## config.mk

```make
export PLATFORM = sky130hd
export DESIGN_NAME = wdt_heartbeat_monitor
export DESIGN_NICKNAME = d
export VERILOG_FILES = /design/src/rtl/wdt_pkg.sv /design/src/rtl/wdt_edge_det.sv /design/src/rtl/wdt_timeout_cnt.sv /design/src/rtl/wdt_out_stage.sv /design/src/rtl/wdt_heartbeat_monitor.sv
export SDC_FILE = /design/constraint.sdc
export NUM_CORES = 1
export LEC_CHECK = 0
export BUFFER_PORTS_ARGS = -buffer_cell sky130_fd_sc_hd__buf_4
export CAP_MARGIN = 15
export CORE_ASPECT_RATIO = 1.4
export CORE_UTILIZATION = 44
export DETAILED_ROUTE_END_ITERATION = 6
export GPL_ROUTABILITY_DRIVEN = 0
export GPL_TIMING_DRIVEN = 0
export HOLD_SLACK_MARGIN = 0.02
export RECOVER_POWER = 50
export SLEW_MARGIN = 20
export SYNTH_ARGS = -nofsm -noshare
export SYNTH_HDL_FRONTEND = slang
export SYNTH_SLANG_ARGS = --single-unit
```

## constraint.sdc

```tcl
create_clock -name clk_i -period 3.65 [get_ports clk_i]
set_input_delay 0.1825 -clock clk_i [delete_from_list [all_inputs] [get_ports clk_i]]
set_output_delay 0.1825 -clock clk_i [all_outputs]
set_load 0.02 [all_outputs]
```

## src/rtl/wdt_pkg.sv

```systemverilog
package wdt_pkg;
  typedef enum logic [1:0] {
    WD_HELD    = 2'd0,
    WD_RUN     = 2'd1,
    WD_EXPIRED = 2'd2
  } wd_state_e;
endpackage

```

## src/rtl/wdt_edge_det.sv

```systemverilog
module wdt_edge_det (
  input  logic clk_i,
  input  logic rst_ni,
  input  logic hb_i,
  output logic edge_o
);
  logic hb_q;

  always_ff @(posedge clk_i or negedge rst_ni) begin
    if (!rst_ni) hb_q <= 1'b0;
    else         hb_q <= hb_i;
  end

  // either polarity counts as activity
  assign edge_o = hb_i ^ hb_q;

  a_r2_level_tracked: assert property (@(posedge clk_i) disable iff (!rst_ni)
    1'b1 |=> (hb_q == $past(hb_i)));
endmodule

```

## src/rtl/wdt_timeout_cnt.sv

```systemverilog
module wdt_timeout_cnt
  import wdt_pkg::*;
#(
  parameter int unsigned TIMEOUT_CYCLES = 8
) (
  input  logic clk_i,
  input  logic rst_ni,
  input  logic hold_i,
  input  logic restart_i,
  output logic expired_o
);
  localparam int unsigned CW   = (TIMEOUT_CYCLES > 2) ? $clog2(TIMEOUT_CYCLES) : 1;
  localparam int unsigned LAST = TIMEOUT_CYCLES - 1;

  logic [CW-1:0] cnt_q;
  wd_state_e     state_q;

  always_ff @(posedge clk_i or negedge rst_ni) begin
    if (!rst_ni) begin
      cnt_q   <= '0;
      state_q <= WD_HELD;
    end else if (hold_i) begin
      cnt_q   <= '0;
      state_q <= WD_HELD;
    end else if (restart_i) begin
      cnt_q   <= '0;
      state_q <= WD_RUN;
    end else if (state_q != WD_EXPIRED) begin
      if (cnt_q == CW'(LAST)) begin
        state_q <= WD_EXPIRED;
      end else begin
        cnt_q   <= cnt_q + 1'b1;
        state_q <= WD_RUN;
      end
    end
  end

  assign expired_o = (state_q == WD_EXPIRED);

  initial begin
    a_r1_timeout_min: assert (TIMEOUT_CYCLES >= 2);
  end

  a_r1_cnt_bounded: assert property (@(posedge clk_i) disable iff (!rst_ni)
    cnt_q <= CW'(LAST));
  a_r1_expire_at_last: assert property (@(posedge clk_i) disable iff (!rst_ni)
    (cnt_q == CW'(LAST) && !hold_i && !restart_i) |=> expired_o);
  a_r2_restart_clears: assert property (@(posedge clk_i) disable iff (!rst_ni)
    (restart_i && !hold_i) |=> (cnt_q == '0 && state_q == WD_RUN));
  a_r3_sticky: assert property (@(posedge clk_i) disable iff (!rst_ni)
    (expired_o && !hold_i && !restart_i) |=> expired_o);
  a_r4_hold_clears: assert property (@(posedge clk_i) disable iff (!rst_ni)
    hold_i |=> (cnt_q == '0 && !expired_o));
  a_r6_count_step: assert property (@(posedge clk_i) disable iff (!rst_ni)
    (!hold_i && !restart_i && !expired_o && cnt_q != CW'(LAST))
      |=> (cnt_q == $past(cnt_q) + 1'b1));
endmodule

```

## src/rtl/wdt_out_stage.sv

```systemverilog
module wdt_out_stage (
  input  logic clk_i,
  input  logic rst_ni,
  input  logic supply_ok_i,
  input  logic expired_i,
  output logic wdo_no
);
  // supply gating is combinational: no hold-off on recovery
  assign wdo_no = supply_ok_i & ~expired_i;

  a_r7_supply_forces_low: assert property (@(posedge clk_i) disable iff (!rst_ni)
    !supply_ok_i |-> !wdo_no);
  a_r8_recover_now: assert property (@(posedge clk_i) disable iff (!rst_ni)
    (supply_ok_i && !expired_i) |-> wdo_no);
endmodule

```

## src/rtl/wdt_heartbeat_monitor.sv

```systemverilog
module wdt_heartbeat_monitor #(
  parameter int unsigned TIMEOUT_CYCLES = 125_000_000
) (
  input  logic clk_i,
  input  logic rst_ni,
  input  logic hb_i,
  input  logic hb_driven_i,
  input  logic sys_rst_i,
  input  logic supply_ok_i,
  output logic wdo_no
);
  logic hb_edge;
  logic hold;
  logic expired;

  assign hold = sys_rst_i | ~hb_driven_i;

  wdt_edge_det u_edge (
    .clk_i  (clk_i),
    .rst_ni (rst_ni),
    .hb_i   (hb_i),
    .edge_o (hb_edge)
  );

  wdt_timeout_cnt #(
    .TIMEOUT_CYCLES (TIMEOUT_CYCLES)
  ) u_cnt (
    .clk_i     (clk_i),
    .rst_ni    (rst_ni),
    .hold_i    (hold),
    .restart_i (hb_edge),
    .expired_o (expired)
  );

  wdt_out_stage u_out (
    .clk_i       (clk_i),
    .rst_ni      (rst_ni),
    .supply_ok_i (supply_ok_i),
    .expired_i   (expired),
    .wdo_no      (wdo_no)
  );

  a_r5_float_no_fire: assert property (@(posedge clk_i) disable iff (!rst_ni)
    (!hb_driven_i && supply_ok_i) |=> (wdo_no || !supply_ok_i));
  a_r4_sysrst_no_fire: assert property (@(posedge clk_i) disable iff (!rst_ni)
    (sys_rst_i && supply_ok_i) |=> (wdo_no || !supply_ok_i));
endmodule

```

# Word level (Yosys, flattened, before mapping)
# Index checks and enable logic that the tools add are counted.
[classes]
n_addsub = 1
n_mul = 0
n_div = 0
order_cmp = 0
n_eq_ne = 4
shift = 0
n_mux = 8
bitwise = 5
reduce_logical = 2
[op_table]
columns = ["cell", "count"]
rows = [
  ["27-bit 2-to-1 mux", 4],
  ["27-bit by 1-bit adder with 27-bit output (second input constant)", 1],
  ["27-bit equality test (second input constant)", 1],
  ["2-bit 2-to-1 mux", 4],
  ["3-bit != test (second input constant)", 1],
  ["3-bit nonzero test", 1],
  ["2-bit equality test (second input constant)", 1],
  ["2-bit != test (second input constant)", 1],
  ["1-bit NOT", 2],
  ["2-bit AND reduction", 1],
  ["1-bit bitwise AND", 1],
  ["1-bit bitwise OR", 1],
  ["1-bit XOR", 1],
]
[word_totals]
ff_bits = 30
latchBits = 0
ram_bits = 0
mem_bits_ro = 0
output_inout_bits = 1
elab_cells = 23
memories = 0

# Depth between registers and ports, before layout
# Gate-level depths: netlist (run 1).
[logic_depth]
word_depth = 5
mapped_depth = 7
ltp_nobuf = 6

# By module
# From an unflattened synthesis (run 1), not the netlist that was laid out.
[hier_totals]
cells_unflattened = 190
area_unflattened_um2 = 1711.6
[modules_own_cells]
columns = ["mod", "n_inst", "cells_per_inst", "area_each_um2"]
rows = [
  ["wdt_timeout_cnt", 1, 186, 1657.8],
  ["wdt_edge_det", 1, 2, 33.8],
  ["wdt_out_stage", 1, 1, 13.8],
  ["wdt_heartbeat_monitor", 1, 1, 6.3],
]

# Worst setup path after synthesis (run 1)
# Ideal clock, no wire load.
[synth_path]
kind = "reg-to-reg"
start = "register u_cnt.cnt_q[0]"
end = "register u_cnt.cnt_q[26]"
arrival_time_ns = 1.910
slack_ns = 1.662
path_stages_with_launch = 7
period_less_slack_ns = 1.988
cell_sequence = "dfrtp_1 > ha_1 > and4_4 > nand3_4 > or4_4 > or3_1 > a21oi_1"
[synth_via]
elab_chain_cells = 5
elab_cells_between_ends = 8
classes_between = "add/sub (1); eq/ne (2); mux (4); reduce/logical (1)"
[synth_rtl]
columns = ["element", "line", "text"]
rows = [
  ["start: declaration", "wdt_timeout_cnt.sv:15", "logic [CW-1:0] cnt_q;"],
  ["start signal: assignment", "wdt_timeout_cnt.sv:32", "cnt_q <= cnt_q + 1'b1;"],
  ["27-bit by 1-bit adder with 27-bit output", "wdt_timeout_cnt.sv:32", ""],
  ["27-bit 2-to-1 mux", "wdt_timeout_cnt.sv:29", "if (cnt_q == CW'(LAST)) begin"],
  ["27-bit 2-to-1 mux", "wdt_timeout_cnt.sv:28", "end else if (state_q != WD_EXPIRED) begin"],
  ["27-bit 2-to-1 mux", "wdt_timeout_cnt.sv:25", "end else if (restart_i) begin"],
  ["27-bit 2-to-1 mux", "wdt_timeout_cnt.sv:22", "end else if (hold_i) begin"],
]
# Several ways; a longest one is shown, not always the timed one. The select of a mux whose other input is x is not followed.
# A chain may end at the register's enable or synchronous reset.

# Worst setup path in the final report (run 1)
[layout_path]
start = "register u_cnt.cnt_q[0]"
end = "register u_cnt.cnt_q[11]"
# Same word-level chain as after synthesis.

==> impl_metrics.csv, run 1 <==
group,metric,value,unit
run_status,outcome,"finished, violations left",
run_status,violations,"capacitance limit, slew limit",
timing,setup_total_negative_slack,0,ns
clocking,worst_skew_pair.late_latency,0.28,ns
timing,relSlewSlack,-6.46,%
logic_synthesis,synth.top_cell.area_share,46.0,%
logic_synthesis,synth_enable_flop_cells,0,
timing,finalHoldViolCount,0,
floorplanning,die-height,74.1,um
timing,period_needed,2.21,ns
logic_synthesis,netlist_top_cells_count,"sky130_fd_sc_hd__dfrtp_1 (30), sky130_fd_sc_hd__a21oi_1 (15), sky130_fd_sc_hd__nand2_1 (14)",
finish,post_route_cells_drive_above_1_share,11.6,%
clocking,root_buffer_cell,"sky130_fd_sc_hd__clkbuf_8",
clocking,clock_path_buffers,2,
floorplanning,num_rows,25,
clocking,clk_transition_reported_paths,0.07,ns
timing,drv_slew,31,
clocking,tritoncts.num_buffers,5,
logic_synthesis,post_synth.cell_area_avg,9.44,um^2
clocking,cts.sink_count,30,
grt,grt-ovfl-total,0,
clocking,cts.repair.resized,0,
logic_synthesis,synth_cell_types,44,
power,power.density_cell_area,349,mW/mm^2
floorplanning,core_region_area,0.00347,mm^2
power,power,641,uW
finish,finish.net_count,195,
drt,drt_wl_total,3820,um
clocking,cts_htree_levels,2,
timing,grt_setup_unrepaired,"false",
grt,first_global_vias,1406,
critical_path,setup.worst_path.end_class,"flip-flop",
timing,hold_ws,0.140,ns
clocking,tritoncts,"yes",
floorplanning,dieWidth,53.5,um
logic_synthesis,yosys.cell_count.top_type,"sky130_fd_sc_hd__dfrtp_1",
place,post-dp-hpwl,2700,um
logic_synthesis,synth_area,0.00163,mm^2
grt,global_route_wire_length_before_repair,6540,um
grt,grt_max_degree,31,
drt,detail_route.first_pass.iterations,4,
drt,post-route-drc-count,0,
critical_path,cp_max_fo,10,
logic_synthesis,post_synth_inst_count,173,
logic_synthesis,dominantRegCellSynth,"sky130_fd_sc_hd__dfrtp_1",
logic_synthesis,cell_type_contributing_the_most_total_cell_area_after_synthesis,"sky130_fd_sc_hd__dfrtp_1",
timing,timing.clock.skew,0.00379,ns
logic_synthesis,synth_nets,180,
finish,antenna-diode-count,0,
floorplanning,design.die.area,0.00396,mm^2
grt,antenna_found_initial,0,
finish,filler_cell_count,340,
power,leakage,0.685,nW
clocking,hold_buffers,2,
logic_synthesis,yosys-top-cells-area,"sky130_fd_sc_hd__dfrtp_1 (46%), sky130_fd_sc_hd__a21oi_1 (4.6%), sky130_fd_sc_hd__or3_1 (3.8%)",
logic_synthesis,yosys_register_bits,30,
drt,route.vias.total,1391,
clocking,cts_setup_buffers,0,
logic_synthesis,synthArstFlopShare,100,%
place,port_buffers,6,
drt,first_iter_violations,26,
floorplanning,pin_count,7,
timing,slew_at_the_pin_closest_to_its_max_slew_limit,1.60,ns
critical_path,worst-endpoint-required,3.86,ns
hold_path,min-delay-path-class,"in2reg",
timing,setup_viol,0,
drt,vias_per_cell,6.07,
critical_path,setup.worst_path.class,"reg2reg",
finish,flow.area_growth_from_synthesis,12.4,%
floorplanning,floorplan.initialDensity,47.0,%
run,maximum_capacitance_violations,1,
grt,grt.total_usage,23.1,%
critical_path,start_kind,"flip-flop",
timing,period_share,60.5,%
timing,max_clock_freq,453,MHz
drt,dr_wl_cell,16.7,um
drt,ant_nets,0,
critical_path,cp.arrival,2.42,ns
logic_synthesis,ys_warn_count,0,
power,ir_drop,0.000239,V
logic_synthesis,sequential_share_of_the_synthesized_area,46.0,%
## kinds of logic (layout without fill, tap and decap cells)
logic type / after synthesis / count (layout) / synth area share, %
mux: 1 / 1 / 0.613
fa+ha+maj: 1 / 1 / 0.766
buf+inv: 8 / 24 / 2.53
flops: 30 / 30 / 46.0
xor+xnor: 8 / 8 / 4.29
compound gates: 36 / 36 / 13.2
simple gates: 89 / 89 / 32.6
## through the flow
stage          utilization (%)  instances  instance area, um^2  worst slack [ns]
4_1_cts                   53.1        229                 1840              1.45
5_1_grt                   52.9        229                 1840              1.30
3_5_place_dp              49.8        219                 1730              1.46
6_report                  52.9        229                 1840              1.44
2_1_floorplan                -        173                 1630              1.66
3_3_place_gp              49.8        219                 1730              1.51
## report_power, final
part / switching (mW) / total [mW] / internal [mW]
Combinational: 0.0162 / 0.0246 / 0.00838
Sequential: 0.00104 / 0.335 / 0.334
Clock: 0.130 / 0.281 / 0.151
## registers in the layout, indices dropped and copies added (netlist names)
| signal | cells |
|---|---|
| u_cnt.cnt_q | 27 |
| u_cnt.state_q | 2 |
| u_edge.hb_q | 1 |
## path summary, 6_finish.rpt
kind | from | endpoint | slack (ns) | depth (start not counted)
setup / recovery | u_cnt.cnt_q[0]$_DFFE_PN0P_ | u_cnt.cnt_q[11]$_DFFE_PN0P_ | 1.44 | 7
hold / removal | sys_rst_i | u_cnt.state_q[0]$_DFFE_PN0P_ | 0.14 | 3
setup reg to reg | u_cnt.cnt_q[0]$_DFFE_PN0P_ | u_cnt.cnt_q[11]$_DFFE_PN0P_ | 1.44 | 7
hold reg to reg | u_cnt.cnt_q[1]$_DFFE_PN0P_ | u_cnt.cnt_q[1]$_DFFE_PN0P_ | 0.53 | 2
max in group asynchronous | rst_ni | u_cnt.cnt_q[15]$_DFFE_PN0P_ | 1.89 | 2
min in group asynchronous | rst_ni | u_cnt.cnt_q[24]$_DFFE_PN0P_ | 0.84 | 2
## final cells by class
cell class / count / area [um^2] / share of cell area (%)
flip-flops and latches: 30 / 751 / 40.9
repair buffers: 8 / 57.6 / 3.14
multi-input cells: 135 / 841 / 45.8
clock buffers: 6 / 82.6 / 4.50
clock inverters: 2 / 12.5 / 0.682
plain buffers: 8 / 41.3 / 2.25
well taps: 40 / 50.0 / 2.73
## worst max-delay path, stage by stage, from the launching register on
cell and delay (ns):
sky130_fd_sc_hd__dfrtp_1 0.39, sky130_fd_sc_hd__ha_1 0.23, sky130_fd_sc_hd__and4_4 0.29, sky130_fd_sc_hd__nand2_1 0.17
sky130_fd_sc_hd__o31ai_2 0.44, sky130_fd_sc_hd__buf_2 0.32, sky130_fd_sc_hd__o21ai_0 0.15, sky130_fd_sc_hd__a21oi_1 0.13
## layer usage
metal	part of all wire, %	GRT usage, %
met3	3.9	6.13
met1	43	27.1
met4	1.4	11.1
met5	0	0
met2	51	38.5
## layout by cell type (no fill, tap or decap), drive strengths merged, types with 2 or more instances in the layout
master | Yosys | final
dfrtp | 30 | 30
a21oi | 15 | 15
nand2 | 14 | 14
nand3 | 14 | 14
or3 | 11 | 11
clkbuf | 3 | 11
nor2 | 10 | 10
o21ai | 10 | 10
nand4 | 9 | 9
buf | 5 | 9
and2 | 4 | 4
xnor2 | 4 | 4
and3 | 4 | 4
xor2 | 4 | 4
or4 | 4 | 4
nand2b | 3 | 3
and4 | 3 | 3
o31ai | 3 | 3
nor3 | 2 | 2
nor4bb | 2 | 2
nor4 | 2 | 2
a31oi | 2 | 2
a311oi | 2 | 2
dlygate4sd3 | 0 | 2
No activity file was read; power rests on OpenSTA's default activity.
==> run 2, diff against run 1 <==
--- a/config.mk
+++ b/config.mk
@@ -5,6 +5,7 @@
 export SDC_FILE = /design/constraint.sdc
 export NUM_CORES = 1
 export LEC_CHECK = 0
+export ABC_AREA = 1
 export BUFFER_PORTS_ARGS = -buffer_cell sky130_fd_sc_hd__buf_4
 export CAP_MARGIN = 15
 export CORE_ASPECT_RATIO = 1.4
==> constraint.sdc (replaced) <==
create_clock -name clk_i -period 1.9 [get_ports clk_i]
set_input_delay 0.095 -clock clk_i [delete_from_list [all_inputs] [get_ports clk_i]]
set_output_delay 0.095 -clock clk_i [all_outputs]
set_load 0.02 [all_outputs]
==> impl_metrics.csv, run 2 <==
group,metric,value,unit
drt,detail_route.first_pass.iterations,4,
logic_synthesis,yosys.cell_count.top_type,"sky130_fd_sc_hd__nand2_1",
hold_path,min-delay-path-class,"in2reg",
grt,grt_max_degree,31,
timing,period_needed,1.69,ns
drt,ant_nets,0,
timing,drv_slew,0,
timing,slew_at_the_pin_closest_to_its_max_slew_limit,0.786,ns
clocking,tritoncts.num_buffers,5,
floorplanning,dieWidth,59.3,um
finish,post_route_cells_drive_above_1_share,8.73,%
logic_synthesis,synth_enable_flop_cells,0,
timing,relSlewSlack,47.6,%
critical_path,crit-reg2reg-launch,"u_cnt.cnt_q[16]$_DFFE_PN0P_",
finish,layout_common_cells,"sky130_fd_sc_hd__nand2_1 (123), sky130_fd_sc_hd__nor2_1 (46), sky130_fd_sc_hd__inv_1 (31)",
finish,layout.core_utilization,52.5,%
critical_path,r2r_setup_slack,0.21,ns
clocking,worst_skew_pair.late_latency,0.29,ns
clocking,cts_setup_buffers,0,
logic_synthesis,synth.top_cell.area_share,37.1,%
grt,first_global_vias,1762,
critical_path,worst-r2r-cell-count,9,
place,post-dp-hpwl,3630,um
finish,max_flop_register,"u_cnt.cnt_q",
finish,filler_cell_count,454,
critical_path,reg2reg_to,"u_cnt.cnt_q[19]$_DFFE_PN0P_",
timing,finalHoldViolCount,0,
logic_synthesis,sequential_share_of_the_synthesized_area,37.1,%
clocking,clk_transition_reported_paths,0.07,ns
drt,dr_wl_cell,12.8,um
critical_path,cp_max_fo,10,
clocking,cts_htree_levels,2,
place,port_buffers,6,
run,maximum_capacitance_violations,0,
logic_synthesis,yosys-top-cells-area,"sky130_fd_sc_hd__dfrtp_1 (37%), sky130_fd_sc_hd__nand2_1 (23%), sky130_fd_sc_hd__nor2_1 (8.5%)",
power,power.density_cell_area,555,mW/mm^2
logic_synthesis,post_synth_inst_count,316,
floorplanning,design.die.area,0.00488,mm^2
logic_synthesis,synthArstFlopShare,100,%
logic_synthesis,synth_nets,323,
grt,global_route_wire_length_before_repair,8330,um
hold_path,whs_path_depth,4,
drt,first_iter_violations,68,
critical_path,cp.arrival,1.89,ns
logic_synthesis,netlist_top_cells_count,"sky130_fd_sc_hd__nand2_1 (123), sky130_fd_sc_hd__nor2_1 (46), sky130_fd_sc_hd__inv_1 (31)",
clocking,clock_path_buffers,2,
grt,grt-ovfl-total,0,
logic_synthesis,dominantRegCellSynth,"sky130_fd_sc_hd__dfrtp_1",
power,ir_drop,0.000399,V
drt,route.vias.total,1912,
timing,max_clock_freq,593,MHz
floorplanning,floorplan.initialDensity,47.0,%
grt,antenna_found_initial,0,
drt,vias_per_cell,4.88,
floorplanning,pin_count,7,
critical_path,start_kind,"flip-flop",
power,leakage,0.957,nW
finish,largest_reg_flops,27,
floorplanning,die-height,82.2,um
logic_synthesis,post_synth.cell_area_avg,6.40,um^2
grt,grt.total_usage,23.6,%
critical_path,setup.worst_path.end_class,"flip-flop",
hold_path,hold_path_startpoint,"sys_rst_i",
logic_synthesis,cell_type_contributing_the_most_total_cell_area_after_synthesis,"sky130_fd_sc_hd__dfrtp_1",
logic_synthesis,synth_cell_types,28,
timing,grt_setup_unrepaired,"false",
critical_path,worst-endpoint-required,2.10,ns
timing,setup_viol,0,
critical_path,setup.worst_path.class,"reg2reg",
finish,biggestRegsByFlops,"u_cnt.cnt_q x27, u_cnt.state_q x2, u_edge.hb_q x1",
timing,setup_total_negative_slack,0,ns
floorplanning,num_rows,28,
logic_synthesis,yosys_register_bits,30,
timing,timing.clock.skew,0.00919,ns
drt,drt_wl_total,5000,um
clocking,cts.sink_count,30,
clocking,root_buffer_cell,"sky130_fd_sc_hd__clkbuf_8",
run_status,outcome,"finished clean",
finish,antenna-diode-count,0,
floorplanning,core_region_area,0.00431,mm^2
finish,finish.net_count,338,
clocking,tritoncts,"yes",
logic_synthesis,synth_area,0.00202,mm^2
drt,post-route-drc-count,0,
timing,period_share,88.8,%
logic_synthesis,ys_warn_count,0,
hold_path,min_delay_worst_endpoint,"u_cnt.state_q[0]$_DFFE_PN0P_",
finish,flow.area_growth_from_synthesis,11.8,%
finish,mostFrequentLayoutCell,"sky130_fd_sc_hd__nand2_1",
## run 2: cell types whose count changed after synthesis, moves of 5 or more
cell	previous run	this run
sky130_fd_sc_hd__nand4_1	9	4
sky130_fd_sc_hd__nor2_1	10	46
sky130_fd_sc_hd__o21ai_1	0	9
sky130_fd_sc_hd__nand3_1	12	30
sky130_fd_sc_hd__or3_1	10	0
sky130_fd_sc_hd__nand2_1	14	123
sky130_fd_sc_hd__inv_1	0	31
sky130_fd_sc_hd__a21oi_1	15	1
## run 2: how the worst max path moves through the flow
stage	slack [ns]	endpoint	from	cells after the start
5_1_grt	0.007	u_cnt.cnt_q[19]$_DFFE_PN0P_	u_cnt.cnt_q[0]$_DFFE_PN0P_	10
2_1_floorplan	0.43	u_cnt.cnt_q[10]$_DFFE_PN0P_	u_cnt.cnt_q[0]$_DFFE_PN0P_	9
3_5_place_dp	0.17	u_cnt.cnt_q[19]$_DFFE_PN0P_	u_cnt.cnt_q[0]$_DFFE_PN0P_	9
6_report	0.21	u_cnt.cnt_q[19]$_DFFE_PN0P_	u_cnt.cnt_q[16]$_DFFE_PN0P_	9
3_3_place_gp	0.18	u_cnt.cnt_q[19]$_DFFE_PN0P_	u_cnt.cnt_q[0]$_DFFE_PN0P_	9
4_1_cts	0.15	u_cnt.cnt_q[19]$_DFFE_PN0P_	u_cnt.cnt_q[0]$_DFFE_PN0P_	9
## run 2: routing by layer
layer	share of wire [%]	routed length [um]	global-route usage, %	vias up
li1	-	-	-	1019
met1	45	2260	28.0	851
met2	49	2440	40.0	33
met3	3.5	175	4.83	9
met4	2.4	122	11.7	0
met5	0	0	0	-
## run 2: what timing repair did
| action | in CTS | in global routing |
|---|---|---|
| hold buffers | 2 | 0 |
| setup endpoints to repair | 0 | 3 |
| hold endpoints to repair | 31 | 0 |
| gates resized for setup | 0 | 2 |
## run 2: final cells by class
cell class                 count  area, um^2  share of cell area, %
clock inverter                 2        12.5                  0.553
inverter                      31         116                   5.15
sequential                    30         751                   33.2
buffer                         7        66.3                   2.93
timing repair buffer           8        58.8                   2.60
multi-input combinational    248        1100                   48.6
tap                           60        75.1                   3.32
clock buffer                   6        82.6                   3.65
## run 2: stage by stage
stage	cell area [um^2]	setup WS, ns	std cells	hold slack (ns)	power (mW)
floorplan	2020	0.429	316	-0.201	0.676
global placement	2140	0.178	382	0.0582	0.705
detailed placement	2140	0.167	382	0.0580	0.705
CTS	2260	0.148	392	0.272	1.27
global route	2260	0.00694	392	0.284	1.31
finish	2260	0.214	392	0.274	1.25
## run 2: logic make-up after synthesis
group / synth area share (%)
buffers and inverters: 8.84
AOI/OAI and AO/OA: 8.23
DFF: 37.1
xor gates and xnor gates: 0.866
adders and majority gates: 0.618
and+or+nand+nor: 44.3
## run 2: report_power, final
group / switching (mW) / total, mW / internal (mW)
logic: 0.0332 / 0.0494 / 0.0162
clock network: 0.271 / 0.562 / 0.291
registers: 0.00163 / 0.643 / 0.642
total: 0.306 / 1.25 / 0.949
## run 2: critical path, stage by stage, from the launching register on
cell and delay [ns]:
sky130_fd_sc_hd__dfrtp_1 0.47, sky130_fd_sc_hd__nand2_1 0.12, sky130_fd_sc_hd__nor2_1 0.13, sky130_fd_sc_hd__nand3_1 0.08, sky130_fd_sc_hd__nor2_1 0.21, sky130_fd_sc_hd__nand3_1 0.16, sky130_fd_sc_hd__nand2_4 0.14, sky130_fd_sc_hd__buf_6 0.16
sky130_fd_sc_hd__nand2_1 0.05, sky130_fd_sc_hd__o21ai_0 0.08
==> run 3, diff against run 2 <==
==> constraint.sdc (replaced) <==
create_clock -name clk_i -period 1.9 [get_ports clk_i]
set_input_delay 0.38 -clock clk_i [delete_from_list [all_inputs] [get_ports clk_i]]
set_output_delay 0.38 -clock clk_i [all_outputs]
set_load 0.02 [all_outputs]
==> impl_metrics.csv, run 3 (synthesized netlist as in run 2, its figures left out) <==
group,metric,value,unit
run_status,outcome,"finished clean",
clocking,worst_skew_pair.late_latency,0.29,ns
critical_path,worst-endpoint-required,2.06,ns
drt,post-route-drc-count,0,
drt,ant_nets,0,
floorplanning,pin_count,7,
timing,setup_viol,0,
finish,layout.cell_area.non_filler,0.00224,mm^2
floorplanning,floorplan.initialDensity,47.0,%
finish,largest_reg_flops,27,
drt,met3_length,136,um
critical_path,r2r_setup_slack,0.22,ns
power,power.density_cell_area,557,mW/mm^2
drt,met2_length,2440,um
critical_path,timing.critical_path.to,"u_cnt.cnt_q[18]$_DFFE_PN0P_",
place,dpl-instance-area,0.00214,mm^2
drt,dr_wl_cell,12.7,um
drt,route.layer.met1.wl,2270,um
timing,drv_slew,0,
timing,setup_total_negative_slack,0,ns
finish,flow.area_growth_from_synthesis,10.8,%
finish,layout.core_utilization,52.0,%
timing,hold_ws,0.161,ns
grt,grt_max_degree,31,
clocking,tritoncts.num_buffers,5,
grt,grt-ovfl-total,0,
critical_path,worstSetupStartpoint,"u_cnt.cnt_q[17]$_DFFE_PN0P_",
hold_path,min-delay-path-class,"in2async",
finish,filler_cell_count,455,
critical_path,reg2reg_to,"u_cnt.cnt_q[18]$_DFFE_PN0P_",
finish,post_route_cells_drive_above_1_share,8.79,%
clocking,cts.sink_count,30,
clocking,tritoncts,"yes",
floorplanning,num_rows,28,
clocking,cts.repair.resized,0,
finish,biggestRegsByFlops,"u_cnt.cnt_q x27, u_cnt.state_q x2, u_edge.hb_q x1",
clocking,cts_setup_buffers,0,
floorplanning,die-height,82.2,um
clocking,clock_path_buffers,2,
timing,grt_setup_unrepaired,"false",
critical_path,crit-reg2reg-launch,"u_cnt.cnt_q[17]$_DFFE_PN0P_",
finish,finish.cell_count_without_fillers,390,
timing,timing.clock.skew,0.00628,ns
clocking,root_buffer_cell,"sky130_fd_sc_hd__clkbuf_8",
floorplanning,core_region_area,0.00431,mm^2
run,maximum_capacitance_violations,0,
finish,finish.net_count,336,
drt,maxUsedRoutingLayer,"met4",
drt,first_iter_violations,73,
timing,max_clock_freq,595,MHz
timing,period_share,88.5,%
place,dp_slack,0.0938,ns
drt,vias_per_cell,4.86,
floorplanning,dieWidth,59.3,um
critical_path,worst-r2r-cell-count,8,
drt,route.vias.total,1894,
power,ir_drop,0.000392,V
place,dp_cells,382,
timing,period_needed,1.68,ns
drt,detail_route.first_pass.iterations,5,
finish,antenna-diode-count,0,
grt,first_global_vias,1762,
grt,antenna_found_initial,0,
finish,max_flop_register,"u_cnt.cnt_q",
critical_path,cp.arrival,1.85,ns
critical_path,setup.worst_path.class,"reg2reg",
finish,layout_common_cells,"sky130_fd_sc_hd__nand2_1 (123), sky130_fd_sc_hd__nor2_1 (46), sky130_fd_sc_hd__inv_1 (31)",
grt,grt.total_usage,23.6,%
clocking,cts_htree_levels,2,
place,post-dp-hpwl,3630,um
critical_path,setup.worst_path.end_class,"flip-flop",
place,port_buffers,6,
grt,global_route_wire_length_before_repair,8330,um
timing,relSlewSlack,47.3,%
timing,slew_at_the_pin_closest_to_its_max_slew_limit,0.790,ns
timing,layout_setup_ws,0.219,ns
finish,mostFrequentLayoutCell,"sky130_fd_sc_hd__nand2_1",
critical_path,start_kind,"flip-flop",
clocking,clk_transition_reported_paths,0.07,ns
timing,finalHoldViolCount,0,
clocking,hold_buffers,0,
drt,drt_wl_total,4960,um
power,leakage,0.949,nW
floorplanning,design.die.area,0.00488,mm^2
critical_path,cp_max_fo,10,
power,power,1.25,mW
-- run 3: changes by cell type in the layout (fill, tap and decap cells not counted), sizes merged --
cell	change
dlygate4sd3	-2
-- run 3: metal layers --
metal / vias to the layer above / global-route usage [%]
li1: 1015 / -
met1: 846 / 28.0
met2: 25 / 40.0
met3: 8 / 4.83
met4: 0 / 11.7
met5: - / 0
-- run 3: worst min-delay path by stage --
stage,slack [ns],from,endpoint
floorplan,0.08,rst_ni,u_cnt.cnt_q[0]$_DFFE_PN0P_
global placement,0.34,rst_ni,u_cnt.cnt_q[13]$_DFFE_PN0P_
detailed placement,0.34,rst_ni,u_cnt.cnt_q[13]$_DFFE_PN0P_
CTS,0.02,rst_ni,u_cnt.cnt_q[13]$_DFFE_PN0P_
global route,0.22,hb_i,u_edge.hb_q$_DFF_PN0_
finish,0.16,rst_ni,u_cnt.cnt_q[12]$_DFFE_PN0P_
-- run 3: power breakdown --
group | switching, mW | internal, mW | total [mW] | leakage [nW]
combinational | 0.0328 | 0.0135 | 0.0464 | 0.486
sequential | 0.00157 | 0.642 | 0.643 | 0.415
clock | 0.268 | 0.291 | 0.559 | 0.0472
-- run 3: worst max-delay path, cell delays in order (launching register included) --
cell and delay, ns:
sky130_fd_sc_hd__dfrtp_1 0.48, sky130_fd_sc_hd__nand2_1 0.12, sky130_fd_sc_hd__nor2_1 0.12, sky130_fd_sc_hd__nand3_1 0.07
sky130_fd_sc_hd__nor2_1 0.21, sky130_fd_sc_hd__nand3_1 0.16, sky130_fd_sc_hd__nand2_4 0.14, sky130_fd_sc_hd__buf_6 0.16
sky130_fd_sc_hd__o21ai_0 0.09
-- run 3: layout make-up --
type | count | area, um^2 | area share, %
Timing Repair Buffer | 6 | 38.8 | 1.73
Buffer | 7 | 66.3 | 2.96
Tap cell | 60 | 75.1 | 3.35
Multi-Input combinational cell | 248 | 1100 | 49.0
Clock buffer | 6 | 82.6 | 3.69
Clock inverter | 2 | 12.5 | 0.558
Sequential cell | 30 | 751 | 33.5
Inverter | 31 | 116 | 5.19
